$ cat src/rtl/crc4f_pkg.sv
package crc4f_pkg;

  localparam logic [3:0] CRC_SEED = 4'h5;
  localparam logic [3:0] CRC_POLY = 4'hC;

  typedef enum logic [1:0] {
    ST_IDLE = 2'd0,
    ST_RUN  = 2'd1,
    ST_DONE = 2'd2
  } ctl_state_e;

  // one reflected shift step of the 4-bit checksum register
  function automatic logic [3:0] crc_step(input logic [3:0] cur, input logic din);
    logic fb;
    fb = cur[0] ^ din;
    crc_step = fb ? ((cur >> 1) ^ CRC_POLY) : (cur >> 1);
  endfunction

endpackage

$ cat src/rtl/crc4f_msg.sv
module crc4f_msg #(
  parameter int CMD_MAX = 20,
  parameter int CSZ_W   = $clog2(CMD_MAX + 1),
  parameter int MSG_W   = CMD_MAX + 8
) (
  input  logic               op_read,
  input  logic [CSZ_W-1:0]   cmd_sz,
  input  logic [CMD_MAX-2:0] index,
  input  logic [7:0]         wdata,
  input  logic [11:0]        resp,
  output logic [CSZ_W-1:0]   sz_eff,
  output logic [CMD_MAX-1:0] cmd_word,
  output logic [7:0]         data_byte,
  output logic [MSG_W-1:0]   msg
);
  localparam logic [CSZ_W-1:0] SZ_LIMIT = CSZ_W'(CMD_MAX);

  logic [CMD_MAX-1:0] raw_cmd;

  assign sz_eff    = (cmd_sz > SZ_LIMIT) ? SZ_LIMIT : cmd_sz;
  assign raw_cmd   = {index, op_read};
  assign data_byte = op_read ? resp[7:0] : wdata;

  for (genvar i = 0; i < CMD_MAX; i++) begin : g_mask
    assign cmd_word[i] = (CSZ_W'(i) < sz_eff) ? raw_cmd[i] : 1'b0;
  end

  assign msg = (MSG_W'(data_byte) << sz_eff) | MSG_W'(cmd_word);
endmodule

$ cat src/rtl/crc4f_serial.sv
module crc4f_serial
  import crc4f_pkg::*;
#(
  parameter int MSG_W = 28,
  parameter int CNT_W = $clog2(MSG_W + 1)
) (
  input  logic             clk,
  input  logic             rst_n,
  input  logic             load,
  input  logic [MSG_W-1:0] msg,
  input  logic [CNT_W-1:0] nbits,
  output logic [3:0]       crc,
  output logic             running,
  output logic             last
);
  logic [MSG_W-1:0] shreg;
  logic [CNT_W-1:0] remain;

  always_ff @(posedge clk or negedge rst_n) begin
    if (!rst_n) begin
      crc    <= CRC_SEED;
      shreg  <= '0;
      remain <= '0;
    end else if (load) begin
      crc    <= CRC_SEED;
      shreg  <= msg;
      remain <= nbits;
    end else if (remain != '0) begin
      crc    <= crc_step(crc, shreg[0]);
      shreg  <= shreg >> 1;
      remain <= remain - 1'b1;
    end
  end

  assign running = (remain != '0);
  assign last    = (remain == CNT_W'(1));
endmodule

$ cat src/rtl/crc4f_ctrl.sv
module crc4f_ctrl
  import crc4f_pkg::*;
#(
  parameter int CMD_MAX = 20,
  parameter int CSZ_W   = $clog2(CMD_MAX + 1)
) (
  input  logic               clk,
  input  logic               rst_n,
  input  logic               req_valid,
  input  logic               rsp_ready,
  input  logic               eng_last,
  input  logic               in_read,
  input  logic [CSZ_W-1:0]   in_sz,
  input  logic [CMD_MAX-1:0] in_cmd,
  input  logic [7:0]         in_data,
  input  logic [3:0]         in_rcrc,
  output logic               req_ready,
  output logic               accept,
  output logic               rsp_valid,
  output logic               busy,
  output logic               q_read,
  output logic [CSZ_W-1:0]   q_sz,
  output logic [CMD_MAX-1:0] q_cmd,
  output logic [7:0]         q_data,
  output logic [3:0]         q_rcrc
);
  ctl_state_e st, st_nx;

  assign req_ready = (st == ST_IDLE) || ((st == ST_DONE) && rsp_ready);
  assign accept    = req_valid && req_ready;
  assign rsp_valid = (st == ST_DONE);
  assign busy      = (st == ST_RUN);

  always_comb begin
    st_nx = st;
    unique case (st)
      ST_IDLE: if (accept) st_nx = ST_RUN;
      ST_RUN:  if (eng_last) st_nx = ST_DONE;
      ST_DONE: if (rsp_ready) st_nx = accept ? ST_RUN : ST_IDLE;
      default: st_nx = ST_IDLE;
    endcase
  end

  always_ff @(posedge clk or negedge rst_n) begin
    if (!rst_n) begin
      st     <= ST_IDLE;
      q_read <= 1'b0;
      q_sz   <= '0;
      q_cmd  <= '0;
      q_data <= '0;
      q_rcrc <= '0;
    end else begin
      st <= st_nx;
      if (accept) begin
        q_read <= in_read;
        q_sz   <= in_sz;
        q_cmd  <= in_cmd;
        q_data <= in_data;
        q_rcrc <= in_rcrc;
      end
    end
  end
endmodule

$ cat src/rtl/crc4f_pack.sv
module crc4f_pack #(
  parameter int CMD_MAX = 20,
  parameter int CSZ_W   = $clog2(CMD_MAX + 1),
  parameter int FRAME_W = CMD_MAX + 12,
  parameter int LEN_W   = $clog2(FRAME_W + 1)
) (
  input  logic               is_read,
  input  logic [CSZ_W-1:0]   sz,
  input  logic [CMD_MAX-1:0] cmd_word,
  input  logic [7:0]         data_byte,
  input  logic [3:0]         crc,
  input  logic [3:0]         rx_crc,
  output logic [FRAME_W-1:0] frame,
  output logic [LEN_W-1:0]   len,
  output logic               err
);
  logic [FRAME_W-1:0] cmd_ext, dat_sh, crc_sh;
  logic [LEN_W-1:0]   sz_ext;

  assign sz_ext  = LEN_W'(sz);
  assign cmd_ext = FRAME_W'(cmd_word);
  assign dat_sh  = FRAME_W'(data_byte) << sz_ext;
  assign crc_sh  = FRAME_W'(crc) << (sz_ext + LEN_W'(8));

  assign frame = is_read ? cmd_ext : (cmd_ext | dat_sh | crc_sh);
  assign len   = is_read ? sz_ext : (sz_ext + LEN_W'(12));
  assign err   = is_read && (rx_crc != crc);
endmodule

$ cat src/rtl/crc4_cmd_frame.sv
module crc4_cmd_frame #(
  parameter int CMD_MAX = 20,
  parameter int CSZ_W   = $clog2(CMD_MAX + 1),
  parameter int FRAME_W = CMD_MAX + 12,
  parameter int LEN_W   = $clog2(FRAME_W + 1)
) (
  input  logic               clk,
  input  logic               rst_n,
  input  logic               req_valid,
  output logic               req_ready,
  input  logic               req_read,
  input  logic [CSZ_W-1:0]   req_cmd_sz,
  input  logic [CMD_MAX-2:0] req_index,
  input  logic [7:0]         req_wdata,
  input  logic [11:0]        req_resp,
  output logic               rsp_valid,
  input  logic               rsp_ready,
  output logic [FRAME_W-1:0] rsp_frame,
  output logic [LEN_W-1:0]   rsp_len,
  output logic [7:0]         rsp_data,
  output logic [3:0]         rsp_crc,
  output logic               rsp_err,
  output logic               busy
);
  localparam int MSG_W = CMD_MAX + 8;
  localparam int CNT_W = $clog2(MSG_W + 1);

  logic [CSZ_W-1:0]   sz_eff, q_sz;
  logic [CMD_MAX-1:0] cmd_word, q_cmd;
  logic [7:0]         data_byte, q_data;
  logic [MSG_W-1:0]   msg;
  logic [3:0]         q_rcrc, eng_crc;
  logic               accept, eng_last, eng_run, q_read;

  crc4f_msg #(.CMD_MAX(CMD_MAX), .CSZ_W(CSZ_W), .MSG_W(MSG_W)) u_msg (
    .op_read(req_read), .cmd_sz(req_cmd_sz), .index(req_index),
    .wdata(req_wdata), .resp(req_resp), .sz_eff(sz_eff),
    .cmd_word(cmd_word), .data_byte(data_byte), .msg(msg)
  );

  crc4f_serial #(.MSG_W(MSG_W), .CNT_W(CNT_W)) u_eng (
    .clk(clk), .rst_n(rst_n), .load(accept), .msg(msg),
    .nbits(CNT_W'(sz_eff) + CNT_W'(8)), .crc(eng_crc),
    .running(eng_run), .last(eng_last)
  );

  crc4f_ctrl #(.CMD_MAX(CMD_MAX), .CSZ_W(CSZ_W)) u_ctl (
    .clk(clk), .rst_n(rst_n), .req_valid(req_valid), .rsp_ready(rsp_ready),
    .eng_last(eng_last), .in_read(req_read), .in_sz(sz_eff),
    .in_cmd(cmd_word), .in_data(data_byte), .in_rcrc(req_resp[11:8]),
    .req_ready(req_ready), .accept(accept), .rsp_valid(rsp_valid),
    .busy(busy), .q_read(q_read), .q_sz(q_sz), .q_cmd(q_cmd),
    .q_data(q_data), .q_rcrc(q_rcrc)
  );

  crc4f_pack #(.CMD_MAX(CMD_MAX), .CSZ_W(CSZ_W), .FRAME_W(FRAME_W), .LEN_W(LEN_W)) u_pack (
    .is_read(q_read), .sz(q_sz), .cmd_word(q_cmd), .data_byte(q_data),
    .crc(eng_crc), .rx_crc(q_rcrc), .frame(rsp_frame), .len(rsp_len),
    .err(rsp_err)
  );

  assign rsp_data = q_data;
  assign rsp_crc  = eng_crc;
endmodule

$ cat config.mk
export PLATFORM = sky130hd
export DESIGN_NAME = crc4_cmd_frame
export DESIGN_NICKNAME = d
export VERILOG_FILES = /design/src/rtl/crc4f_pkg.sv /design/src/rtl/crc4f_msg.sv /design/src/rtl/crc4f_serial.sv /design/src/rtl/crc4f_ctrl.sv /design/src/rtl/crc4f_pack.sv /design/src/rtl/crc4_cmd_frame.sv
export SDC_FILE = /design/constraint.sdc
export NUM_CORES = 1
export LEC_CHECK = 0
export BUFFER_PORTS_ARGS = -buffer_cell sky130_fd_sc_hd__buf_2
export CAP_MARGIN = 20
export CORE_MARGIN = 2
export CORE_UTILIZATION = 35
export DETAILED_ROUTE_END_ITERATION = 16
export HOLD_SLACK_MARGIN = 0.05
export SETUP_SLACK_MARGIN = 0.02
export SLEW_MARGIN = 10
export SYNTH_ARGS = -nofsm -noshare
export SYNTH_HDL_FRONTEND = slang
export SYNTH_SLANG_ARGS = --single-unit
$ cat constraint.sdc
create_clock -name clk -period 3.43 [get_ports clk]
set_clock_uncertainty 0.1 [all_clocks]
set_input_delay 0.5145 -clock clk [delete_from_list [all_inputs] [get_ports clk]]
set_output_delay 0.5145 -clock clk [all_outputs]
set_load 0.01 [all_outputs]
# ---- After elaboration in Yosys (flattened, before gate mapping)
# Index checks and enable logic that the tools add are counted.
dict set report op_classes {
  eq_ne 7
  addsub 4
  shift 3
  n_mux 36
  magnitude_cmp 21
  n_reduce_logical 8
  bitwise 5
}
# operator n
set op_table {}
lappend op_table {{28-bit two-way mux} 2}
lappend op_table {{4-bit by 5-bit less-than comparator with 1-bit output (first input constant)} 8}
lappend op_table {{32-bit two-way mux} 1}
lappend op_table {{20-bit by 32-bit OR with 32-bit output} 1}
lappend op_table {{32-bit OR} 1}
lappend op_table {{4-bit by 6-bit left shift with 32-bit output} 1}
lappend op_table {{8-bit by 5-bit left shift with 32-bit output} 1}
lappend op_table {{28-bit by 20-bit OR with 28-bit output} 1}
lappend op_table {{8-bit by 5-bit left shift with 28-bit output} 1}
lappend op_table {{1-bit two-way mux} 21}
lappend op_table {{3-bit by 5-bit less-than comparator with 1-bit output (first input constant)} 4}
lappend op_table {{5-bit less-than comparator (first input constant)} 4}
lappend op_table {{5-bit two-way mux} 3}
lappend op_table {{5-bit by 4-bit adder with 6-bit output (second input constant)} 2}
lappend op_table {{4-bit two-way mux} 3}
lappend op_table {{1-bit by 5-bit less-than comparator with 1-bit output (first input constant)} 2}
lappend op_table {{2-bit by 5-bit less-than comparator with 1-bit output (first input constant)} 2}
lappend op_table {{8-bit two-way mux} 1}
lappend op_table {{2-bit two-way mux} 3}
lappend op_table {{6-bit two-way mux} 1}
lappend op_table {{2-bit by 1-bit != test with 1-bit output (second input constant)} 3}
lappend op_table {{2-bit one-hot mux with 3 select lines} 1}
lappend op_table {{5-bit by 4-bit adder with 5-bit output (second input constant)} 1}
lappend op_table {{5-bit by 1-bit == test with 1-bit output (second input constant)} 1}
lappend op_table {{13 further kinds} 15}
dict set report totals {
  ff_bits 77
  word_cells 93
  out_inout_bits 54
}

# ---- Depth between registers and ports, before layout
dict set report depth {
  word_depth 7
  depth_mapped 10
  ltp_nobuf 8
}

# ---- By module
# From an unflattened synthesis, not the netlist that was laid out.
dict set report hier_totals {
  hier_cells 679
  hier_area_um2 6233.5
}
# module cells_per_inst area_per_inst_um2 n_inst
set by_module_without_submodules {}
lappend by_module_without_submodules {crc4f_serial 168 1783.0 1}
lappend by_module_without_submodules {crc4f_ctrl 94 1591.5 1}
lappend by_module_without_submodules {crc4f_pack 224 1565.3 1}
lappend by_module_without_submodules {crc4f_msg 191 1281.2 1}
lappend by_module_without_submodules {crc4_cmd_frame 2 12.5 1}

# ---- Least setup slack after synthesis
# OpenSTA, ideal clock, no wires.
dict set report synth_path {
  kind {reg2out}
  startpoint {register u_ctl.q_sz[3]}
  endpoint {output port rsp_frame[23]}
  arrival_time_ns 2.336
  required_time_ns 2.816
  path_stages_with_launch 8
  path_buffers 2
  path_slack_ns 0.479
  cell_sequence {dfrtp_1 -> clkbuf_1 -> clkinv_1 -> clkbuf_1 -> ha_1 -> nor3_1 -> nand2_1 -> o21ai_0}
}
dict set report synth_via {
  elab_chain_len 4
  word_cells_on_any_way 6
  cone_classes {add/sub (1); shift (2); mux (1); bitwise (2)}
}
# element line_no
set synth_lines {}
lappend synth_lines {{start: declaration} crc4f_ctrl.sv:22} ;# output logic [CSZ_W-1:0] q_sz,
lappend synth_lines {{start signal: assignment} crc4f_ctrl.sv:56} ;# q_sz <= in_sz;
lappend synth_lines {{5-bit by 4-bit adder with 6-bit output or 8-bit by 5-bit left shift with 32-bit output (tied branches)} {crc4f_pack.sv:23, crc4f_pack.sv:22}}
lappend synth_lines {{4-bit by 6-bit left shift with 32-bit output or 20-bit by 32-bit OR with 32-bit output (tied branches)} {crc4f_pack.sv:23, crc4f_pack.sv:25}}
lappend synth_lines {{32-bit OR *} crc4f_pack.sv:25} ;# assign frame = is_read ? cmd_ext : (cmd_ext | dat_sh | crc_sh);
lappend synth_lines {{32-bit two-way mux *} crc4f_pack.sv:25}
lappend synth_lines {{end: declaration} crc4_cmd_frame.sv:18} ;# output logic [FRAME_W-1:0] rsp_frame,
# Every way passes the cells marked *; elsewhere a longest branch is shown, timed or not.

# ---- Final worst setup path
dict set report layout_path {
  startpoint {register u_ctl.q_sz[0]}
  endpoint {output port rsp_frame[0]}
}
# The elaborated chain is that of the path after synthesis.

==> results.cfg <==
[detailed_routing]
drtAntennaViolNets = 0
drt-initial-drc-count = 606
viasPerCell = 6.036
wl_mm = 22.01
first_pass_iters = 5
drc = 0
vias = 6386
post_drt_wl_per_cell_um = 20.80

[die]
core-area_um2 = 17300
io_pins = 103
floorplan.die.height_um = 136.9
start_util = 0.3573
rows = 48
dieArea_um2 = 18740
fp.dieW_um = 136.9

[sta]
worstMarginPinSlew_ns = 0.9982
rsz0062_at_grt = no
fin_crit_sh = 0.9172
hold_viol = 0
max_freq_mhz = 317.9
finalSetupTns_ns = 0
slew_violations = 0
period_minus_slack_ns = 3.146
slew_headroom = 0.3345
finalSetupViolations = 0

[clock_tree]
worstSkewPairLatency_ns = 0.33
cts_root_buf = clkbuf_16
cts_num_sinks = 77
cts.reportedPaths.clkPinSlew_ns = 0.06
tritoncts = yes
post_cts_buffers = 0
holdBufCountCts = 0
cts_buffer_depth = 2
htreeDepth = 3
cts_buffers = 9

[critical_path]
cp_max_fo = 15
required_ns = 2.82
crit_chain = buf_4, or4b_2, o21ai_0, a21o_1, buf_2
crit_type = flop to output port
worst_ep_arrival_time_ns = 2.53
crit_path_max_incr_delay_ns = 0.76
crit_path_end_kind = output port
crit_slowest_cell = or4b_2
worstSetupStartpointType = flop

[synthesis]
synthCells = 759
synth_edf_count = 0
async_flop_share = 1.000
syn_area_um2 = 6181
yosysMostFrequentCell = nand2_1
ys_seq_area_frac = 0.3121
synth_cell_types = 88
synth-main-ff-cell = dfrtp_1
syn-num-nets = 818
synthTopCellsByArea = dfrtp_1, nand2_1, mux2i_1, o21ai_0, a21oi_1
avgSynthCellArea_um2 = 8.144
yosys-top-cells-count = nand2_1, dfrtp_1, o21ai_0, nor2_1, a21oi_1
yosysTopAreaCell = dfrtp_1
yosysWarnings = 0
yosys.area.top_type_share = 0.3036
ys_ff_latch = 77

[outcome]
outcome = completed

[global_routing]
grt_start_max_net_pins = 78
antenna_found_initial = 0
grt_pass1_wl_mm = 33.64
grt_overflow = 0
grt_pass1_vias = 5887
grtUsageTotal = 0.2355

[cells_and_area]
n_fill_cell = 1777
area_delta_synth_final_pct = 15.67
final_net_count = 889
drive_gt1_frac = 0.2245
n_antenna_cell = 0

[placed_design]
finalWeightedCongestion = 0.9798
numPortBuffers = 102
place_hpwl_mm = 16.42

[hold_path]
worstHoldPathType = primary input to async pin

[pwr]
cellPowerDensity_nw_per_um2 = 891.9
power_uw = 6376
irDropWorstVdd_v = 0.0004104
p_leak_uw = 0.003108

[job]
cap_violations = 0
[flip-flops by register name (all words and copies together), names as in the netlist]
| name | cells |
|---|---|
| u_eng.shreg | 28 |
| u_ctl.q_sz | 5 |
| u_ctl.q_rcrc | 4 |
| u_ctl.q_read | 1 |
| u_eng.remain | 5 |
| u_eng.crc | 4 |
| u_ctl.st | 2 |
| u_ctl.q_data | 8 |
| u_ctl.q_cmd | 20 |
[power breakdown]
group,total (µW),internal (µW),switching (µW)
registers,1820,1330,490
clock network,937,575,362
logic,3620,1510,2110
total,6380,3420,2960
[routing by layer]
metal	share of wire	vias to the layer above	global-route usage
met2	0.43	386	0.3456
met1	0.44	3007	0.3336
met3	0.085	53	0.04370
met4	0.040	0	0.1111
met5	0	-	0
li1	-	2940	-
[final timing paths]
kind | endpoint | cells past startpoint | from | slack [ns]
worst min-delay path | u_ctl.q_rcrc[1] | 1 | rst_n | 0.23
max in group asynchronous | u_ctl.q_sz[1] | 1 | rst_n | 2.30
min in group clk | u_ctl.q_rcrc[1] | 3 | req_resp[9] | 0.27
worst max-delay path | rsp_frame[0] | 5 | u_ctl.q_sz[0] | 0.28
worst max register to register | u_eng.shreg[10] | 7 | u_eng.remain[0] | 0.94
worst min register to register | u_ctl.q_cmd[2] | 2 | u_ctl.q_cmd[2] | 0.37
[cell usage in the layout, fill, tap and decap left out, types with 9 or more instances in the layout]
| master | n |
|---|---|
| a21oi_1 | 37 |
| a22oi_1 | 13 |
| a31oi_1 | 9 |
| buf_2 | 101 |
| buf_4 | 19 |
| clkbuf_16 | 9 |
| dfrtp_1 | 74 |
| ha_1 | 10 |
| inv_1 | 12 |
| mux2_2 | 16 |
| mux2i_1 | 26 |
| nand2_1 | 134 |
| nand2b_1 | 9 |
| nand3_1 | 26 |
| nor2_1 | 48 |
| nor2b_1 | 10 |
| nor3_1 | 30 |
| o21ai_0 | 49 |
| o21bai_1 | 10 |
| o22ai_1 | 14 |
| o31ai_1 | 9 |
[area by class of cell]
class,count,area [µm²],share of cell area
Multi-Input combinational cell,605,3928,0.5494
Inverter,16,60.06,0.008400
Tap cell,225,281.5,0.03938
Clock buffer,12,246.5,0.03448
Sequential cell,77,1931,0.2700
Timing Repair Buffer,121,668.1,0.09345
Clock inverter,2,35.03,0.004900
[critical path, delay by kind of cell, from the launching register on]
kind	cells	cell delay [ns]
buf+inv	2	0.40
simple gates	1	0.76
flops	1	0.55
compound gates	2	0.49
[cells by family (layout without fill, tap and decap cells)]
group,count (synthesis),count (layout),share of synthesized area
mux,54,54,0.1089
fa+ha+maj,10,10,0.02024
flops,77,77,0.3121
simple gates,304,304,0.2348
compound gates,227,227,0.2549
xor+xnor,10,10,0.01417
buf+inv,77,151,0.05486
[through the flow]
step	instances	area [µm²]	hold WS (ns)	worst slack [ns]	utilization
final	1058	7149	0.2330	0.2840	0.4133
after global routing	1058	7149	0.2700	0.1311	0.4133
after CTS	1058	7148	0.2642	0.2459	0.4133
after detailed placement	1044	6867	0.3628	0.5953	0.3970
after global placement	1044	6867	0.3626	0.5191	0.3970
after floorplan	759	6181	0.1189	0.4792	-
[timing repair]
item | CTS | global route
endpoints found under the setup margin | 0 | 1
endpoints found under the hold margin | 0 | 0
resized for setup | 0 | 1
Note: power is estimated with default switching activity, not from simulation.
